[config.mk]
export PLATFORM = sky130hd
export DESIGN_NAME = bch_err_apply
export DESIGN_NICKNAME = d
export VERILOG_FILES = /design/src/rtl/bch_fix_pkg.sv /design/src/rtl/bch_err_select.sv /design/src/rtl/bch_err_locate.sv /design/src/rtl/bch_err_apply.sv
export SDC_FILE = /design/constraint.sdc
export NUM_CORES = 1
export LEC_CHECK = 0
export ABC_AREA = 1
export BUFFER_PORTS_ARGS = -buffer_cell sky130_fd_sc_hd__buf_4
export CAP_MARGIN = 20
export CORE_AREA = 2 2 284 286
export DETAILED_ROUTE_END_ITERATION = 16
export DIE_AREA = 0 0 286 288
export PLACE_DENSITY = 0.64
export SLEW_MARGIN = 20
export SYNTH_ARGS = -nofsm -noshare
export SYNTH_HDL_FRONTEND = slang
export SYNTH_SLANG_ARGS = --single-unit
[constraint.sdc]
create_clock -name clk -period 12.3 [get_ports clk]
set_input_delay 1.845 -clock clk [delete_from_list [all_inputs] [get_ports clk]]
set_output_delay 1.845 -clock clk [all_outputs]
set_load 0.1 [all_outputs]
[src/rtl/bch_fix_pkg.sv]
package bch_fix_pkg;

    localparam int MAX_ERR = 24;
    localparam int AWORDS  = (MAX_ERR + 1) / 2;
    localparam int DWORDS  = (MAX_ERR + 3) / 4;
    localparam int EADDR_W = 11;

    typedef enum logic [1:0] {STR_T8 = 2'd0, STR_T12 = 2'd1, STR_T24 = 2'd2, STR_BAD = 2'd3} strength_e;
    typedef enum logic [1:0] {RG_DATA, RG_PROT, RG_PAR} region_e;
    typedef enum logic [1:0] {S_IDLE, S_RD, S_WR, S_FIN} fsm_e;

    typedef struct packed {
        region_e     region;
        logic [15:0] off;
    } target_t;

    function automatic logic [15:0] sec_size(strength_e s);
        return (s == STR_T24) ? 16'd1024 : 16'd512;
    endfunction

    function automatic logic [15:0] par_len(strength_e s);
        case (s)
            STR_T8:  return 16'd15;
            STR_T12: return 16'd23;
            STR_T24: return 16'd45;
            default: return 16'd0;
        endcase
    endfunction

    function automatic logic [15:0] pad_len(strength_e s);
        return (s == STR_T24) ? 16'd64 : 16'd32;
    endfunction

endpackage

[src/rtl/bch_err_select.sv]
module bch_err_select
    import bch_fix_pkg::*;
(
    input  logic [AWORDS*32-1:0] addr_words,
    input  logic [DWORDS*32-1:0] data_words,
    input  logic [4:0]           idx,
    output logic [EADDR_W-1:0]   eaddr,
    output logic [7:0]           mask
);
    logic [EADDR_W-1:0] alist [MAX_ERR];
    logic [7:0]         mlist [MAX_ERR];
    logic [AWORDS-1:0]  unused_addr_bits;

    for (genvar w = 0; w < AWORDS; w++) begin : g_aw
        assign alist[2*w]     = addr_words[w*32 +: EADDR_W];
        assign alist[2*w + 1] = addr_words[w*32 + 16 +: EADDR_W];
        assign unused_addr_bits[w] = ^{addr_words[w*32 + 11 +: 5], addr_words[w*32 + 27 +: 5]};
    end

    for (genvar k = 0; k < MAX_ERR; k++) begin : g_mk
        assign mlist[k] = data_words[k*8 +: 8];
    end

    assign eaddr = (idx < 5'(MAX_ERR)) ? alist[idx] : '0;
    assign mask  = (idx < 5'(MAX_ERR)) ? mlist[idx] : '0;
endmodule

[src/rtl/bch_err_locate.sv]
module bch_err_locate
    import bch_fix_pkg::*;
#(
    parameter int IDX_W = 3,
    parameter int CNT_W = 4
) (
    input  strength_e          str,
    input  logic [EADDR_W-1:0] eaddr,
    input  logic [IDX_W-1:0]   sector_idx,
    input  logic [CNT_W-1:0]   sector_cnt,
    input  logic [8:0]         spare_len,
    output target_t            tgt
);
    logic [15:0] s, p, d, a, in_par;

    always_comb begin
        s      = sec_size(str);
        p      = par_len(str);
        d      = pad_len(str);
        a      = 16'(eaddr);
        in_par = a - (s + d - p);
        if (a < s) begin
            tgt.region = RG_DATA;
            tgt.off    = 16'(sector_idx) * s + a;
        end else if (a < s + 16'd3) begin
            tgt.region = RG_PROT;
            tgt.off    = a - s;
        end else begin
            tgt.region = RG_PAR;
            tgt.off    = 16'(spare_len) - p * 16'(sector_cnt) + p * 16'(sector_idx) + in_par;
        end
    end
endmodule

[src/rtl/bch_err_apply.sv]
module bch_err_apply
    import bch_fix_pkg::*;
#(
    parameter int DADDR_W = 12,
    parameter int SADDR_W = 7,
    parameter int IDX_W   = 3,
    parameter int CNT_W   = 4
) (
    input  logic                 clk,
    input  logic                 rst,
    input  logic                 start,
    input  logic [1:0]           strength,
    input  logic [IDX_W-1:0]     sector_idx,
    input  logic [CNT_W-1:0]     sector_cnt,
    input  logic [4:0]           err_cnt,
    input  logic [31:0]          spare_size,
    input  logic [AWORDS*32-1:0] err_addr_words,
    input  logic [DWORDS*32-1:0] err_data_words,
    output logic                 dmem_rd,
    output logic                 dmem_wr,
    output logic [DADDR_W-1:0]   dmem_addr,
    output logic [7:0]           dmem_wdata,
    input  logic [7:0]           dmem_rdata,
    output logic                 smem_rd,
    output logic                 smem_wr,
    output logic [SADDR_W-1:0]   smem_addr,
    output logic [31:0]          smem_wdata,
    input  logic [31:0]          smem_rdata,
    output logic                 busy,
    output logic                 done,
    output logic                 err
);
    fsm_e                 state;
    strength_e            str_q;
    logic [IDX_W-1:0]     sidx_q;
    logic [CNT_W-1:0]     scnt_q;
    logic [4:0]           cnt_q;
    logic [4:0]           idx_q;
    logic [8:0]           spare_q;
    logic [AWORDS*32-1:0] aw_q;
    logic [DWORDS*32-1:0] dw_q;
    logic                 bad_q;
    logic [22:0]          unused_spare_bits;

    logic [EADDR_W-1:0] eaddr;
    logic [7:0]         mask;
    target_t            tgt;
    logic [4:0]         cnt_clamped;
    logic               is_data;

    assign unused_spare_bits = spare_size[31:9];
    assign cnt_clamped = (err_cnt > 5'(MAX_ERR)) ? 5'(MAX_ERR) : err_cnt;

    bch_err_select u_sel (
        .addr_words (aw_q),
        .data_words (dw_q),
        .idx        (idx_q),
        .eaddr      (eaddr),
        .mask       (mask)
    );

    bch_err_locate #(.IDX_W(IDX_W), .CNT_W(CNT_W)) u_loc (
        .str        (str_q),
        .eaddr      (eaddr),
        .sector_idx (sidx_q),
        .sector_cnt (scnt_q),
        .spare_len  (spare_q),
        .tgt        (tgt)
    );

    always_ff @(posedge clk) begin
        if (rst) begin
            state   <= S_IDLE;
            str_q   <= STR_T8;
            sidx_q  <= '0;
            scnt_q  <= '0;
            cnt_q   <= '0;
            idx_q   <= '0;
            spare_q <= '0;
            aw_q    <= '0;
            dw_q    <= '0;
            bad_q   <= 1'b0;
        end else begin
            case (state)
                S_IDLE: if (start) begin
                    str_q   <= strength_e'(strength);
                    sidx_q  <= sector_idx;
                    scnt_q  <= sector_cnt;
                    cnt_q   <= cnt_clamped;
                    idx_q   <= '0;
                    spare_q <= spare_size[8:0];
                    aw_q    <= err_addr_words;
                    dw_q    <= err_data_words;
                    bad_q   <= (strength == 2'(STR_BAD));
                    if (strength == 2'(STR_BAD) || cnt_clamped == '0) state <= S_FIN;
                    else                                               state <= S_RD;
                end
                S_RD: state <= S_WR;
                S_WR: begin
                    if (idx_q + 5'd1 == cnt_q) state <= S_FIN;
                    else begin
                        idx_q <= idx_q + 5'd1;
                        state <= S_RD;
                    end
                end
                default: state <= S_IDLE;
            endcase
        end
    end

    assign is_data    = (tgt.region == RG_DATA);
    assign dmem_rd    = (state == S_RD) &&  is_data;
    assign dmem_wr    = (state == S_WR) &&  is_data;
    assign smem_rd    = (state == S_RD) && !is_data;
    assign smem_wr    = (state == S_WR) && !is_data;
    assign dmem_addr  = tgt.off[DADDR_W-1:0];
    assign smem_addr  = (tgt.region == RG_PROT) ? '0 : tgt.off[SADDR_W+1:2];
    assign dmem_wdata = dmem_rdata ^ mask;
    assign smem_wdata = smem_rdata ^ (32'(mask) << {tgt.off[1:0], 3'b000});
    assign busy       = (state != S_IDLE);
    assign done       = (state == S_FIN);
    assign err        = (state == S_FIN) && bad_q;
endmodule

# Word-level counts from Yosys, hierarchy flattened
# Cells that the tools add are included.
# op_classes
addsub	10
multipliers	3
order_cmp	5
eq_ne	10
shifts	1
muxes	22
n_bitwise	3
reduce_logical	15
# op_table
operator	n
binary-select mux 11 bit (select 5 bit)	1
adder 16 bit	3
2-to-1 mux 11 bit	4
binary-select mux 8 bit (select 5 bit)	1
2-to-1 mux 18 bit	2
less-than comparator 11 x 16 -> 1 bit	2
<< shifter 8 x 5 -> 32 bit	1
subtractor 11 x 16 -> 16 bit	2
XOR 32 bit	1
2-to-1 mux 8 bit	3
one-hot mux 6 bit (3 select lines)	1
adder 16 x 11 -> 16 bit	1
adder 16 x 2 -> 16 bit (second input constant)	1
multiplier 3 x 16 -> 16 bit	1
subtractor 16 x 6 -> 16 bit	1
subtractor 9 x 16 -> 16 bit	1
2-to-1 mux 5 bit	3
2-to-1 mux 7 bit	2
multiplier 6 x 4 -> 10 bit	1
one-hot mux 5 bit (2 select lines)	1
multiplier 6 x 3 -> 9 bit	1
== test 2 bit (second input constant)	4
XOR 8 bit	1
== test 2 x 1 -> 1 bit (second input constant)	3
17 further kinds	27
# word_totals
reg_bits	602
inputBits	665
output_inout_bits	66
elab_cells	79

# Logic depth before layout (Yosys ltp)
# Gate-level depths: netlist (run 1).
# depth
word_depth	12
mapped_depth	31
depth_no_buf	30

# By module
# Synthesis (run 1) repeated with hierarchy kept, for this count alone.
# hier_totals
cells_unflattened	4246
area_unflattened_um2	29140.4
# modules_own_cells
module	n_inst	cells_each	area_per_inst_um2	seq_area_each_um2
bch_err_apply	1	2795	21615.7	12151.7
bch_err_select	1	1049	4631.9	0.0
bch_err_locate	1	402	2892.8	0.0

# Least setup slack after synthesis (run 1)
# Ideal clock, no wire load.
# synth_path
path_type	register to output
from	reg str_q[1]
to	out dmem_addr[11]
arrival_ps	7868
required_time_ps	10455
slack_ps	2587
path_stages_with_launch	31
path_buffers	1
cell_sequence	dfxtp_1 clkbuf_1 nand2_1 inv_1 nor2_1 fa_1 inv_1 fa_1 inv_1 ha_1 nand2_1 o21ai_0 xor2_1 inv_1 ha_1 inv_1 fa_1 inv_1 fa_1 inv_1 ha_1 ha_1 nand2_1 o21ai_0 a21oi_1 o21bai_1 a21oi_1 nor2_1 nor2_1 xnor2_1 o21ai_0
# synth_between
elab_chain_len	8
elab_cells_between_ends	22
cone_classes	add/sub: 9; mul: 3; order compare: 2; eq/ne: 2; mux: 5; reduce/logical: 1
# synth_rtl
item	line	text
start: declaration	bch_err_apply.sv:34	strength_e str_q;
start signal: assignment	bch_err_apply.sv:86	str_q <= strength_e'(strength);
== test 2 bit, or another cell as far along	bch_fix_pkg.sv:18, bch_fix_pkg.sv:22, bch_fix_pkg.sv:31	
one-hot mux 6 bit (3 select lines), or another cell as far along	bch_fix_pkg.sv:22	case (s)
multiplier 6 x 4 -> 10 bit or adder 16 bit (tied branches)	bch_err_locate.sv:30, bch_err_locate.sv:21	
subtractor 9 x 16 -> 16 bit or subtractor 16 x 6 -> 16 bit (tied branches)	bch_err_locate.sv:30, bch_err_locate.sv:21	
adder 16 bit or subtractor 11 x 16 -> 16 bit (tied branches)	bch_err_locate.sv:30, bch_err_locate.sv:21	
adder 16 bit	bch_err_locate.sv:30	tgt.off = 16'(spare_len) - p * 16'(sector_cnt) + p * 16'(sector_idx) + in_par;
2-to-1 mux 18 bit	bch_err_locate.sv:25	end else if (a < s + 16'd3) begin
2-to-1 mux 18 bit (*)	bch_err_locate.sv:22	if (a < s) begin
end: declaration	bch_err_apply.sv:21	output logic [DADDR_W-1:0] dmem_addr,
# Every way passes the cells marked *; elsewhere a longest branch is shown, timed or not.

# Worst setup path in the final report (run 1)
# Ends and elaborated chain as after synthesis.

==> impl_metrics.csv, run 1 <==
group,metric,value,unit
outcome,run_status,"completed",
yosys,netlist_area,0.0248,sq mm
clocking,clk_path_buf_depth,3,
placed_design,dp.cells,5033,
worst_setup_path,worstPathRequired,10.45,ns
yosys,postSynthCellCount,3620,
layout,drive_gt1_share,18.3,%
run,maxCapViolations,0,
placed_design,place_hpwl,72100,microns
yosys,synth_edf_count,0,
worst_setup_path,crit_fanout,9,
detailed_routing,avgRoutedWirePerCell,19.9,microns
floorplanning,die_area,0.0824,sq mm
timing,final.setup.tns,0,ns
detailed_routing,drt_iter0_drc,2166,
power_and_ir_drop,ir_worst_vdd,0.000381,V
floorplanning,ios,731,
detailed_routing,firstDrtPassIters,6,
yosys,syn-num-nets,4383,
clocking,cts-root-buf,"clkbuf_16",
yosys,avgSynthCellArea,6.86,sq um
timing,rsz0062_at_grt,"false",
global_routing,grt_max_degree,236,
worst_setup_path,crit_slowest_cell,"nor2_1",
detailed_routing,drc_errors,0,
clocking,htreeDepth,2,
layout,nets,4794,
worst_setup_path,cpPeakStageDelay,0.67,ns
layout,fin_cells,5148,
floorplanning,coreArea,0.0796,sq mm
worst_setup_path,reg2reg_depth,10,
yosys,yosys_register_bits,487,
worst_setup_path,critical_path_class,"flop to output pin",
floorplanning,die_h,288,microns
timing,period_minus_slack,9.60,ns
yosys,yosys.cell_types.count,43,
detailed_routing,drt_wl_total,103000,microns
layout,synthToLayoutAreaGrowth,27.4,%
timing,slew_viol_final,0,
timing,post-route-period-util,78.1,%
worst_setup_path,r2r_end,"idx_q[2]",
global_routing,grt_util_all_layers,23.7,%
worst_setup_path,startpoint_type,"flop",
yosys,async_reset_ff_share,0,%
detailed_routing,viasPerCell,5.03,
clocking,numCtsBuffers,56,
yosys,ys.warnings.count,0,
global_routing,antenna_found_initial,28,
clocking,ctsHoldBuffers,0,
worst_setup_path,cp-startpoint,"str_q[1]",
power_and_ir_drop,powerDensity,237,mW/mm^2
detailed_routing,drtAntennaViolNets,0,
global_routing,grt_pass1_wl,149000,microns
worst_setup_path,endpoint_kind,"output pin",
worst_setup_path,r2r_slack,8.72,ns
clocking,clkTransAtPathRegs,0.06,ns
yosys,synth_ff_type,"dfxtp_1",
placed_design,place.port_buffers,587,
timing,setup_viol,0,
worst_setup_path,r2r_start,"idx_q[1]",
power_and_ir_drop,leakagePower,14.8,nW
global_routing,grt-ovfl-total,0,
placed_design,place.gp.congestion,0.892,
timing,relSlewSlack,3.00,%
worst_setup_path,cp_common_cell,"inv_1",
clocking,postCtsSetupBuffers,0,
timing,max_freq,104,MHz
clocking,cts-resized-gates,0,
worst_setup_path,critPathCapture,"dmem_addr[11]",
clocking,cts_tree,"done",
floorplanning,die_x,286,microns
worst_setup_path,arrival,7.76,ns
timing,hold_viol,0,
floorplanning,num_rows,104,
clocking,insertion_delay,0.63,ns
detailed_routing,num_vias,25900,
timing,skew,0.0277,ns
clocking,numClockSinks,487,
yosys,seq_area_frac_synth,39.2,%
global_routing,grt_pass1_vias,23800,
worst_hold_path,hp-class,"flop to flop",
timing,worstMarginPinSlew,1.46,ns
floorplanning,initial_core_util,31.2,%
-- metrics by stage --
stage | worst slack [ns] | total power, mW | utilization [%] | area, sq um | hold WS [ns]
floorplan | 2.59 | 4.80 | - | 24800 | 0.425
global placement | 3.28 | 5.73 | 37.3 | 29700 | 0.444
detailed placement | 3.35 | 5.74 | 37.3 | 29700 | 0.445
CTS | 2.65 | 7.52 | 39.7 | 31600 | 0.457
global route | 2.11 | 7.94 | 39.7 | 31600 | 0.470
finish | 2.70 | 7.51 | 39.8 | 31700 | 0.455
-- worst min path at each step --
stage	from	endpoint	slack, ns	depth (start not counted)
after floorplan	aw_q[0]	aw_q[0]	0.42	2
after global placement	aw_q[39]	aw_q[39]	0.44	2
after detailed placement	aw_q[0]	aw_q[0]	0.45	2
after CTS	aw_q[0]	aw_q[0]	0.46	2
after global routing	aw_q[0]	aw_q[0]	0.47	2
final	aw_q[0]	aw_q[0]	0.45	2
-- worst max-delay path, delay by kind of cell (launching register included) --
kind	cells	cell delay, ns
and+or+nand+nor	6	1.09
adders and majority gates	7	2.82
buffers and inverters	7	1.00
xor gates and xnor gates	2	0.33
AOI/OAI and AO/OA	6	1.34
DFF	1	0.54
-- final cells by class --
type / count / area [sq um]
Clock inverter: 20 / 289
Clock buffer: 80 / 1640
Fill cell: 8475 / 48000
Tap cell: 1060 / 1330
Timing Repair Buffer: 615 / 4650
Inverter: 173 / 674
Multi-Input combinational cell: 2698 / 13300
Antenna cell: 15 / 37.5
Sequential cell: 487 / 9760
-- flip-flops by register name, indices dropped and copies added, names as in the netlist --
signal   flops
idx_q        5
state        2
sidx_q       3
scnt_q       4
bad_q        1
cnt_q        5
aw_q       264
str_q        2
dw_q       192
spare_q      9
-- cell usage in the layout, fill, tap and decap left out, drive strengths merged, types with 3 or more instances in the layout --
cell,n
a211oi,4
a21o,3
a21oi,115
buf,615
bufinv,5
clkbuf,80
clkinv,18
dfxtp,487
diode,15
fa,39
ha,59
inv,169
mux2,8
mux2i,16
nand2,446
nand3,134
nand4,36
nor2,1086
nor3,3
o211ai,14
o21ai,632
o221ai,6
o22ai,41
o31ai,8
xnor2,18
xor2,20
-- power breakdown --
part           total (mW)  internal [mW]  switching [mW]  leakage, nW
registers            1.84           1.75          0.0912         4.03
clock network        1.76           1.03           0.728        0.949
logic                3.91           1.08            2.83         9.78
-- Yosys cell counts, drive strengths merged, types with 2 or more instances --
cell type	n	area share, %
clkbuf	197	3.0
inv	169	2.6
xnor2	18	0.63
dfxtp	487	39
nand3	134	2.8
o21bai	2	0.060
nand4	36	0.91
o21ai	632	13
mux2i	16	0.64
and2	2	0.050
clkinv	4	0.060
ha	59	3.0
a21oi	115	2.3
a21o	3	0.091
nor3	3	0.060
a211oi	4	0.12
nand2	446	6.9
o31ai	8	0.68
nor2	1086	16
o211ai	14	0.42
o22ai	41	1.0
o221ai	6	0.21
buf	65	1.7
xor2	20	0.71
mux2	8	0.36
fa	39	3.1
a21boi	2	0.060
-- routing by layer --
layer | track usage [%] | vias to the layer above | wire, microns
met2 | 36.3 | 964 | 45600
met4 | 9.54 | 22 | 3870
met5 | 0 | - | 149
li1 | - | 12600 | -
met1 | 31.9 | 12100 | 44000
met3 | 5.82 | 187 | 8900
-- cells by family after synthesis --
family / synth area share (%)
xor gates and xnor gates: 1.34
buffers and inverters: 7.30
DFF: 39.2
muxes: 1.01
AOI/OAI and AO/OA: 17.8
adders and majority gates: 6.11
and+or+nand+nor: 27.2
No activity file was read; power rests on OpenSTA's default activity.
==> run 2, diff against run 1 <==
CORE_AREA = 2 2 283 285   (was 2 2 284 286)
DIE_AREA = 0 0 285 287   (was 0 0 286 288)
PLACE_DENSITY = 0.66   (was 0.64)
clock period = 8.6 ns   (was 12.3 ns; I/O delays follow)
==> impl_metrics.csv, run 2 (same netlist as run 1, synthesis figures left out) <==
group,metric,value,unit
power_and_ir_drop,switching_share,48.9,%
outcome,run_status,"completed",
worst_hold_path,hp-class,"flop to flop",
floorplanning,die_x,285,microns
placed_design,place.gp.congestion,0.911,
timing,setup_viol,0,
layout,nets,4804,
layout,regMostFlops,"aw_q",
detailed_routing,num_vias,26000,
placed_design,dpl_cell_area,0.0298,sq mm
clocking,cts-root-buf,"clkbuf_16",
layout,drive_gt1_share,18.9,%
layout,layout_commonest_cell,"nor2_1",
placed_design,place_hpwl,73600,microns
detailed_routing,drt_wl_total,104000,microns
timing,finalWorstSetupSlack,0.321,ns
clocking,cts_tree,"done",
timing,period_minus_slack,8.28,ns
placed_design,pre_cts_ws,0.525,ns
worst_setup_path,cpPeakStageDelay,0.57,ns
detailed_routing,firstDrtPassIters,5,
detailed_routing,avgRoutedWirePerCell,20.1,microns
timing,skew,0.0400,ns
worst_setup_path,critical_path_class,"flop to output pin",
floorplanning,ios,731,
layout,final_util,40.5,%
worst_setup_path,worstPathRequired,7.31,ns
timing,rsz0062_at_grt,"false",
worst_setup_path,startpoint_type,"flop",
layout,fin_cells,5150,
floorplanning,die_h,287,microns
worst_setup_path,arrival,6.99,ns
worst_setup_path,cp_common_cell,"inv_1",
floorplanning,coreArea,0.0786,sq mm
detailed_routing,viasPerCell,5.05,
timing,final.setup.tns,0,ns
global_routing,grt_pass1_vias,24400,
global_routing,antenna_found_initial,28,
power_and_ir_drop,ir_worst_vdd,0.000707,V
layout,postLayoutCellArea,0.0318,sq mm
power_and_ir_drop,fin_total_pwr,10.9,mW
clocking,clkTransAtPathRegs,0.06,ns
power_and_ir_drop,pwr-share-seq,24.1,%
timing,worstMarginPinSlew,1.26,ns
power_and_ir_drop,leakagePower,14.8,nW
power_and_ir_drop,power.net_switching,5.32,mW
clocking,insertion_delay,0.64,ns
layout,synthToLayoutAreaGrowth,28.1,%
global_routing,grt_util_all_layers,24.3,%
worst_setup_path,crit_fanout,8,
floorplanning,initial_core_util,31.6,%
layout,largest_register_ffs,264,
floorplanning,die_area,0.0818,sq mm
timing,slew_viol_final,0,
clocking,ctsHoldBuffers,0,
placed_design,place.port_buffers,587,
power_and_ir_drop,powerDensity,342,mW/mm^2
power_and_ir_drop,p_int,5.56,mW
clocking,numClockSinks,487,
layout,reg_top3,"aw_q (264), dw_q (192), spare_q (9)",
run,maxCapViolations,0,
timing,post-route-period-util,96.3,%
detailed_routing,drt_iter0_drc,2294,
global_routing,grt_pass1_wl,152000,microns
placed_design,dp.cells,5030,
detailed_routing,drc_errors,0,
power_and_ir_drop,p_comb_share,52.6,%
clocking,clk_path_buf_depth,3,
floorplanning,num_rows,103,
detailed_routing,drtAntennaViolNets,0,
global_routing,grt_max_degree,260,
layout,final_cell_mix,"1,081 x nor2_1, 618 x buf_4, 617 x o21ai_0, 483 x dfxtp_1, 435 x nand2_1",
global_routing,grt-ovfl-total,0,
power_and_ir_drop,pwr-share-clk,23.3,%
worst_setup_path,endpoint_kind,"output pin",
timing,relSlewSlack,15.8,%
worst_setup_path,crit_slowest_cell,"fa_1",
timing,max_freq,121,MHz
clocking,htreeDepth,2,
timing,hold_viol,0,
clocking,numCtsBuffers,56,
timing,whs,0.460,ns
## run 2: changes by cell type in the layout (fill, tap and decap cells not counted), sizes merged
cell	before	now
buf	615	625
clkinvlp	1	5
clkbuf	80	75
diode	15	13
inv	169	174
## run 2: routing by layer
metal,share of wire [%],track usage (%)
met2,44,37.7
met4,3.7,8.94
met1,44,32.8
met5,0.13,0
met3,8.1,5.72
## run 2: final timing paths
kind / startpoint / slack, ns / depth (start not counted) / end
max: str_q[1] / 0.32 / 28 / dmem_addr[11]
min: aw_q[33] / 0.46 / 2 / aw_q[33]
max reg2reg: state[0] / 5.03 / 8 / dw_q[118]
min reg2reg: aw_q[33] / 0.46 / 2 / aw_q[33]
## run 2: power groups by stage
stage / clock, mW / combinational [mW] / sequential, mW
floorplan: 0 / 4.24 / 2.62
global placement: 0 / 5.58 / 2.66
CTS: 2.58 / 5.63 / 2.62
finish: 2.54 / 5.72 / 2.62
detailed placement: 0 / 5.60 / 2.66
global route: 2.68 / 6.13 / 2.64
## run 2: area by class of cell
type	count	area [sq um]
fillers	8346	46800
multi-input cells	2698	13300
flip-flops and latches	487	9760
repair buffers	625	4770
clock buffers	75	1600
well taps	1050	1310
inverters	173	678
clock inverters	29	357
diodes	13	32.5
## run 2: repair_timing
| item | 4_1_cts | 5_1_grt |
|---|---|---|
| pin swaps | 0 | 2 |
| gates resized for setup | 3 | 13 |
| endpoints found under the setup margin | 1 | 6 |
| buffers inserted | 0 | 2 |
## run 2: worst max-delay path, delay by kind of cell, from the launching register on
family	cells	cell delay (ns)
adders and majority gates	8	3.55
AOI/OAI and AO/OA	6	1.03
xor gates and xnor gates	2	0.28
and+or+nand+nor	5	0.48
DFF	1	0.38
buffers and inverters	7	0.60
